`src/rtl/lightload_pkg.sv`:
```
package lightload_pkg;

  typedef enum logic [1:0] {
    ST_RUN    = 2'd0,  // front end on, normal
    ST_RUN_LL = 2'd1,  // front end on, light load (charging toward high)
    ST_SKIP   = 2'd2   // front end off, pulse skipping
  } ll_state_e;

  typedef struct packed {
    logic cmd_lt_lo;
    logic cmd_lt_hi;
    logic bus_lt_lo;
    logic bus_lt_hi;
  } ll_flags_t;

  localparam int unsigned NUM_CMP = 2;

endpackage

```
`src/rtl/llb_lt_cmp.sv`:
```
module llb_lt_cmp #(
  parameter int unsigned W   = 10,
  parameter int unsigned THR = 0
) (
  input  logic [W-1:0] val_i,
  output logic         lt_o
);
  localparam logic [W-1:0] THR_W = W'(THR);

  assign lt_o = (val_i < THR_W);
endmodule

```
`src/rtl/llb_mode_fsm.sv`:
```
module llb_mode_fsm
  import lightload_pkg::*;
(
  input  logic      clk_i,
  input  logic      rst_ni,
  input  logic      strobe_i,
  input  ll_flags_t flags_i,
  output logic      fe_on_o,
  output logic      light_o
);
  ll_state_e state_q, state_d;

  always_comb begin
    state_d = state_q;
    unique case (state_q)
      ST_RUN, ST_RUN_LL: begin
        if (flags_i.cmd_lt_lo) state_d = flags_i.bus_lt_hi ? ST_RUN_LL : ST_SKIP;
        else                   state_d = ST_RUN;
      end
      ST_SKIP: begin
        // mode is re-decided each time the front end restarts
        if (flags_i.bus_lt_lo) state_d = flags_i.cmd_lt_lo ? ST_RUN_LL : ST_RUN;
      end
      default: state_d = ST_RUN;
    endcase
  end

  always_ff @(posedge clk_i or negedge rst_ni) begin
    if (!rst_ni)       state_q <= ST_RUN;
    else if (strobe_i) state_q <= state_d;
  end

  assign fe_on_o = (state_q != ST_SKIP);
  assign light_o = (state_q != ST_RUN);

  a_r4_off_needs_full_bus: assert property (@(posedge clk_i) disable iff (!rst_ni)
    $fell(fe_on_o) |-> $past(flags_i.cmd_lt_lo && !flags_i.bus_lt_hi));

  a_r6_on_needs_low_bus: assert property (@(posedge clk_i) disable iff (!rst_ni)
    $rose(fe_on_o) |-> $past(flags_i.bus_lt_lo));

  a_r7_exit_in_recharge: assert property (@(posedge clk_i) disable iff (!rst_ni)
    $fell(light_o) |-> ($rose(fe_on_o) || $past(fe_on_o)));

  a_r7_off_means_light: assert property (@(posedge clk_i) disable iff (!rst_ni)
    !fe_on_o |-> light_o);

  a_r9_hold_between_strobes: assert property (@(posedge clk_i) disable iff (!rst_ni)
    !strobe_i |=> ($stable(fe_on_o) && $stable(light_o)));
endmodule

```
`src/rtl/llb_pulse_gate.sv`:
```
module llb_pulse_gate (
  input  logic clk_i,
  input  logic rst_ni,
  input  logic strobe_i,
  input  logic fe_on_i,
  input  logic cmd_lt_hi_i,
  output logic permit_o
);
  logic permit_d;

  // running front end: continuous pulses; otherwise gate on upper threshold
  assign permit_d = fe_on_i | ~cmd_lt_hi_i;

  always_ff @(posedge clk_i or negedge rst_ni) begin
    if (!rst_ni)       permit_o <= 1'b1;
    else if (strobe_i) permit_o <= permit_d;
  end

  a_r8_run_permits: assert property (@(posedge clk_i) disable iff (!rst_ni)
    (strobe_i && fe_on_i) |=> permit_o);

  a_r5_skip_below_hi: assert property (@(posedge clk_i) disable iff (!rst_ni)
    (strobe_i && !fe_on_i && cmd_lt_hi_i) |=> !permit_o);
endmodule

```
`src/rtl/lightload_burst_ctrl.sv`:
```
module lightload_burst_ctrl
  import lightload_pkg::*;
#(
  parameter int unsigned W      = 10,
  parameter int unsigned CMD_LO = 266,
  parameter int unsigned CMD_HI = 323,
  parameter int unsigned BUS_LO = 461,
  parameter int unsigned BUS_HI = 512
) (
  input  logic         clk_i,
  input  logic         rst_ni,
  input  logic         period_start_i,
  input  logic [W-1:0] cmd_sample_i,
  input  logic [W-1:0] bus_sample_i,
  output logic         fe_en_o,
  output logic         pulse_permit_o,
  output logic         light_mode_o,
  output logic [W-1:0] thr_o
);
  localparam logic [W-1:0] CMD_LO_W = W'(CMD_LO);
  localparam logic [W-1:0] CMD_HI_W = W'(CMD_HI);

  ll_flags_t            flags;
  logic [NUM_CMP-1:0]   cmd_lt, bus_lt;
  logic                 fe_on;

  for (genvar i = 0; i < NUM_CMP; i++) begin : g_cmp
    llb_lt_cmp #(.W(W), .THR(i == 0 ? CMD_LO : CMD_HI)) u_cmd (
      .val_i(cmd_sample_i), .lt_o(cmd_lt[i]));
    llb_lt_cmp #(.W(W), .THR(i == 0 ? BUS_LO : BUS_HI)) u_bus (
      .val_i(bus_sample_i), .lt_o(bus_lt[i]));
  end

  assign flags.cmd_lt_lo = cmd_lt[0];
  assign flags.cmd_lt_hi = cmd_lt[1];
  assign flags.bus_lt_lo = bus_lt[0];
  assign flags.bus_lt_hi = bus_lt[1];

  llb_mode_fsm u_fsm (
    .clk_i    (clk_i),
    .rst_ni   (rst_ni),
    .strobe_i (period_start_i),
    .flags_i  (flags),
    .fe_on_o  (fe_on),
    .light_o  (light_mode_o)
  );

  llb_pulse_gate u_gate (
    .clk_i       (clk_i),
    .rst_ni      (rst_ni),
    .strobe_i    (period_start_i),
    .fe_on_i     (fe_on),
    .cmd_lt_hi_i (flags.cmd_lt_hi),
    .permit_o    (pulse_permit_o)
  );

  assign fe_en_o = fe_on;
  assign thr_o   = fe_on ? CMD_LO_W : CMD_HI_W;

  initial begin
    a_thr_order: assert (CMD_LO < CMD_HI && BUS_LO < BUS_HI && BUS_HI < (1 << W));
  end

  a_r1_reset_state: assert property (@(posedge clk_i) disable iff (!rst_ni)
    $rose(rst_ni) |-> (fe_en_o && !light_mode_o));

  a_r8_thr_low_when_running: assert property (@(posedge clk_i) disable iff (!rst_ni)
    (period_start_i && fe_en_o && pulse_permit_o) |-> (thr_o < CMD_HI_W));
endmodule

```
`config.mk`:
```
export PLATFORM = sky130hd
export DESIGN_NAME = lightload_burst_ctrl
export DESIGN_NICKNAME = d
export VERILOG_FILES = /design/src/rtl/lightload_pkg.sv /design/src/rtl/llb_lt_cmp.sv /design/src/rtl/llb_mode_fsm.sv /design/src/rtl/llb_pulse_gate.sv /design/src/rtl/lightload_burst_ctrl.sv
export SDC_FILE = /design/constraint.sdc
export NUM_CORES = 1
export LEC_CHECK = 0
export ABC_AREA = 1
export CORE_MARGIN = 1.5
export CORE_UTILIZATION = 27
export DETAILED_ROUTE_END_ITERATION = 10
export GPL_TIMING_DRIVEN = 0
export PLACE_DENSITY = 0.87
export SETUP_SLACK_MARGIN = 0.5
export SLEW_MARGIN = 20
export SYNTH_ARGS = -nofsm -noshare
export SYNTH_HDL_FRONTEND = slang
export SYNTH_SLANG_ARGS = --single-unit
```
`constraint.sdc`:
```
create_clock -name clk_i -period 1.1 [get_ports clk_i]
set_clock_uncertainty 0.1 [all_clocks]
set_input_delay 0.275 -clock clk_i [delete_from_list [all_inputs] [get_ports clk_i]]
set_output_delay 0.275 -clock clk_i [all_outputs]
set_load 0.01 [all_outputs]
```
== Word level (Yosys, flattened, before mapping) ==
Cells that the tools add are included.

* Latch bits: 0
* Bits in registers: 3
* Output and inout bits: 13
* ROM bits: 0
* Bits of input ports: 23
* Memories: 0
* RAM bits: 0

* $add $sub $neg: 0
* Magnitude comparators: 4
* Bitwise logic cells: 2
* Reductions and logical operators: 4
* Divide/modulo/power cells: 0
* Mux-type cells: 6
* Equality and inequality tests: 4
* Multipliers: 0
* Shift-type cells: 0

{| class="wikitable"
|+ Operator list
! cell !! count
|-
| 10-bit by 9-bit less-than comparator with 1-bit output (second input constant) || 3
|-
| 10-bit less-than comparator (second input constant) || 1
|-
| 7-bit 2-to-1 mux || 1
|-
| 2-bit 2-to-1 mux || 3
|-
| 2-bit inequality test (second input constant) || 2
|-
| 2-bit one-hot mux with 2 select lines || 1
|-
| 2-bit by 1-bit equality test with 1-bit output (second input constant) || 1
|-
| 2-bit equality test (second input constant) || 1
|-
| 2-bit logical NOT || 1
|-
| 2-bit AND reduction || 1
|-
| 2-bit nonzero test || 1
|-
| 2-bit OR reduction || 1
|-
| 1-bit 2-to-1 mux || 1
|-
| 1-bit inverter || 1
|-
| 1-bit bitwise OR || 1
|}

== Longest topological paths before layout ==
* Depth in word-level cells: 4
* Gate-level depth with buffers: 9
* Mapped depth without buffers: 9

== By module ==
Synthesis repeated with hierarchy kept, for this count alone.

* Cells, all modules: 80
* Area, all modules: 430.4 um^2

{| class="wikitable"
|+ By module, submodules not included
! module !! cells an instance !! instances !! seq. area each (um^2) !! area an instance (um^2)
|-
| llb_mode_fsm || 18 || 1 || 50.0 || 128.9
|-
| llb_lt_cmp (g_cmp[0].u_bus) || 20 || 1 || 0.0 || 80.1
|-
| lightload_burst_ctrl || 12 || 1 || 0.0 || 78.8
|-
| llb_lt_cmp (g_cmp[1].u_cmd) || 12 || 1 || 0.0 || 50.0
|-
| llb_pulse_gate || 7 || 1 || 26.3 || 48.8
|-
| llb_lt_cmp (g_cmp[0].u_cmd) || 10 || 1 || 0.0 || 40.0
|-
| llb_lt_cmp (g_cmp[1].u_bus) || 1 || 1 || 0.0 || 3.8
|}

== Least setup slack after synthesis ==
OpenSTA, ideal clock, no wires.

* Path kind: register to output
* Start: register u_fsm.state_q[0]
* End: output port thr_o[3]
* Path slack: -0.077 ns
* Arrival time: 0.802 ns
* Buffers on the path: 1
* Stages on the path, launching flop included: 4
* Cells stage by stage: dfrtp_1 nor2_4 inv_2 buf_4

* Word-level cells in the longest chain between the ends: 2

{| class="wikitable"
|+ RTL lines
! element !! RTL line !! text
|-
| start, declared || llb_mode_fsm.sv:11 || <nowiki>ll_state_e state_q, state_d;</nowiki>
|-
| start signal, assigned || llb_mode_fsm.sv:30 || <nowiki>else if (strobe_i) state_q <= state_d;</nowiki>
|-
| 2-bit inequality test || llb_mode_fsm.sv:33 || <nowiki>assign fe_on_o = (state_q != ST_SKIP);</nowiki>
|-
| via fe_en_o || lightload_burst_ctrl.sv:15 || <nowiki>output logic fe_en_o,</nowiki>
|-
| 7-bit 2-to-1 mux || lightload_burst_ctrl.sv:58 || <nowiki>assign thr_o = fe_on ? CMD_LO_W : CMD_HI_W;</nowiki>
|-
| end, declared || lightload_burst_ctrl.sv:18 || <nowiki>output logic [W-1:0] thr_o</nowiki>
|}

The timed path passes the listed nets, and every way through them passes these cells.

== Final worst setup path ==
* Start: register u_fsm.state_q[1]
* End: output port thr_o[3]

* Word-level cells in the longest chain between the ends: 2

{| class="wikitable"
|+ RTL lines
! element !! RTL line
|-
| 2-bit inequality test || llb_mode_fsm.sv:33
|-
| 7-bit 2-to-1 mux || lightload_burst_ctrl.sv:58
|}

No other way between the ends.

==> flow_summary.ini <==
[outcome]
outcome = finished with violations
violations = setup timing

[final_layout]
multi_input_area_um2 = 226
area_growth_pct = 123
fin_area_um2 = 781
ff_latch_area_um2 = 76.3
fillers = 106
n_antenna_cell = 0
nNetsFinal = 131
drive_gt1_share_pct = 40.2

[cts]
cts_tree = yes
htree_levels = 1
clk_pin_slew_ns = 0.04
clk-insertion-delay-late_ns = 0.23
numClockSinks = 3
clk_path_buf_depth = 2
cts_made_buffers = 3
clockRootBuffer = clkbuf_4

[die]
num_rows = 12
io_pins = 36
fp.dieH_um = 39.0
die_x_um = 39.0
initial_core_util_pct = 30.3
coreArea_mm2 = 0.00116
die_area_mm2 = 0.00152

[routing]
vias_per_cell = 3.93
final_antenna_net_count = 0
drt-initial-drc-count = 10
vias = 475
totalWireLength_um = 1170
drt_pass1_iterations = 5
drc_errors = 0
drt-wirelength-per-cell_um = 9.69

[logic_synthesis]
synth_area_leaders = buf_4, nand2_1, dfrtp_1
synthMuxAreaShare_pct = 0
syn_inst = 60
synth_edf_count = 0
yosysUniqueCellTypes = 15
synth-seq-cells = 3
synth-compound-area-share_pct = 8.21
synthTopCellsByCount = nand2_1, buf_4, nor2_1, inv_1, inv_2
synth-adder-area-share_pct = 0
syn_avg_cell_area_um2 = 5.84
ys.flop_type = dfrtp_1
synth_area_um2 = 350
yosysTopAreaCellShare_pct = 19.3
synth_top_family_by_area = simple AND/OR/NAND/NOR gates
yosysWarningCount = 0
synth_xor_area_share_pct = 0
async_reset_ff_share_pct = 100
yosysTopAreaCell = buf_4
synth_simple_gate_area_share_pct = 38.9
yosysSeqAreaShare_pct = 21.8
synth_most_common_cell = nand2_1

[global_routing]
grt_overflow = 0
grt_usage_pct = 15.5
grt_pass1_vias = 425
grt_pass1_wl_um = 1590
antenna_found_initial = 0
grt_max_degree = 6

[placement]
routabilityCongestion = 0.698
pre_cts_ws_ns = -0.498
placed_cell_area_um2 = 671
io_buffers = 28
dp_hpwl_um = 764

[worst_setup_path]
startpoint_type = register
critPathArrivalTime_ns = 1.06
reg2reg_depth = 8
timing.rr.start = u_fsm.state_q[1]
cp-end-kind = output pin
cp.required_ns = 0.72
rrSetupSlack_ns = -0.16
worstSetupEndpoint = thr_o[3]
crit_path_start = u_fsm.state_q[1]
regToRegEndpoint = u_fsm.state_q[0]
slowest_stage = dfrtp_1
crit_type = register to output pin
cpPeakStageDelay_ns = 0.36
crit_path_cell_trace = inv_2 -> nor2_4 -> inv_2 -> buf_6 -> buf_6
path_max_fanout = 4

[power_and_ir_drop]
p_leak_nw = 0.437
vdd_drop_max_mv = 0.533
p_total_mw = 0.562
p_per_area_mw_per_mm2 = 720

[timing]
clock.fmax_ghz = 0.696
setup-tns-final_ns = -1.82
drv_slew = 0
fin_crit_ns = 1.44
setup_ws_ns = -0.336
setup_violations = 9
hold-worst-slack_ns = 0.125
rsz0062_at_grt = yes
hold_violations = 0
final.period_utilization_pct = 131

[min_path]
hold_class = input port to async pin

[run]
maxCapViolCount = 0
==> how the worst min path moves through the flow <==
stage	startpoint	end	slack (ns)	cells past startpoint
after floorplan	rst_ni	u_fsm.state_q[0]	-0.12	0
after global placement	rst_ni	u_fsm.state_q[1]	0.37	1
after detailed placement	rst_ni	u_fsm.state_q[1]	0.37	1
after CTS	rst_ni	u_fsm.state_q[1]	0.12	1
after global routing	rst_ni	u_fsm.state_q[1]	0.12	1
final	rst_ni	u_fsm.state_q[1]	0.12	1
==> layout by cell type (no fill, tap or decap), drive strengths merged <==
cell | netlist | final
clkdlybuf4s15 | 0 | 1
clkbuf | 0 | 4
conb | 2 | 7
nand2 | 18 | 18
a21oi | 3 | 3
dlygate4sd2 | 0 | 17
or2 | 1 | 1
buf | 9 | 25
dfrtp | 2 | 2
dfstp | 1 | 1
o21ai | 2 | 2
inv | 9 | 9
nor2 | 8 | 8
nand3 | 3 | 3
nor3 | 2 | 2
clkdlybuf4s50 | 0 | 4
==> layer usage <==
layer	part of all wire, %	GRT usage [%]
met2	56	31.3
met3	10	2.89
met1	34	14.2
met5	0	0
met4	0	7.76
==> logic make-up (layout without fill, tap and decap cells) <==
family          Yosys count  count (layout)
compound gates            5               5
simple gates             32              32
other cells               2               7
flops                     3               3
buf+inv                  18              60
==> sequential cells by signal, summed over array words and instances, names as in the netlist <==
name             cells
u_fsm.state_q        2
u_gate.permit_o      1
==> per-stage QoR <==
stage / utilization (%) / std cells
finish: 67.5 / 121
global route: 67.5 / 121
CTS: 64.0 / 119
detailed placement: 58.0 / 107
global placement: 58.0 / 107
floorplan: - / 65
==> power by group <==
group          total, mW  internal [mW]  switching, mW
logic              0.248          0.146          0.103
clock network      0.188          0.136         0.0528
registers          0.125          0.119        0.00653
total              0.562          0.400          0.162
==> timing repair <==
action	CTS	global route
hold buffers	0	0
gates resized for setup	50	7
setup buffers	8	2
pin swaps	22	7
endpoints found under the setup margin	9	9
==> worst max-delay path: cells and delay by family (launching register included) <==
family,cells,cell delay [ns]
and+or+nand+nor,1,0.14
buffers and inverters,4,0.34
DFF,1,0.36
==> final cells by class <==
cell class                      count  area share (%)
Multi-Input combinational cell     44            29.0
Sequential cell                     3            9.78
Inverter                            9            4.33
Clock buffer                        4            3.37
Timing Repair Buffer               38            42.1
Tap cell                           14            2.24
Buffer                              9            9.13
Note: power is estimated with default switching activity, not from simulation.
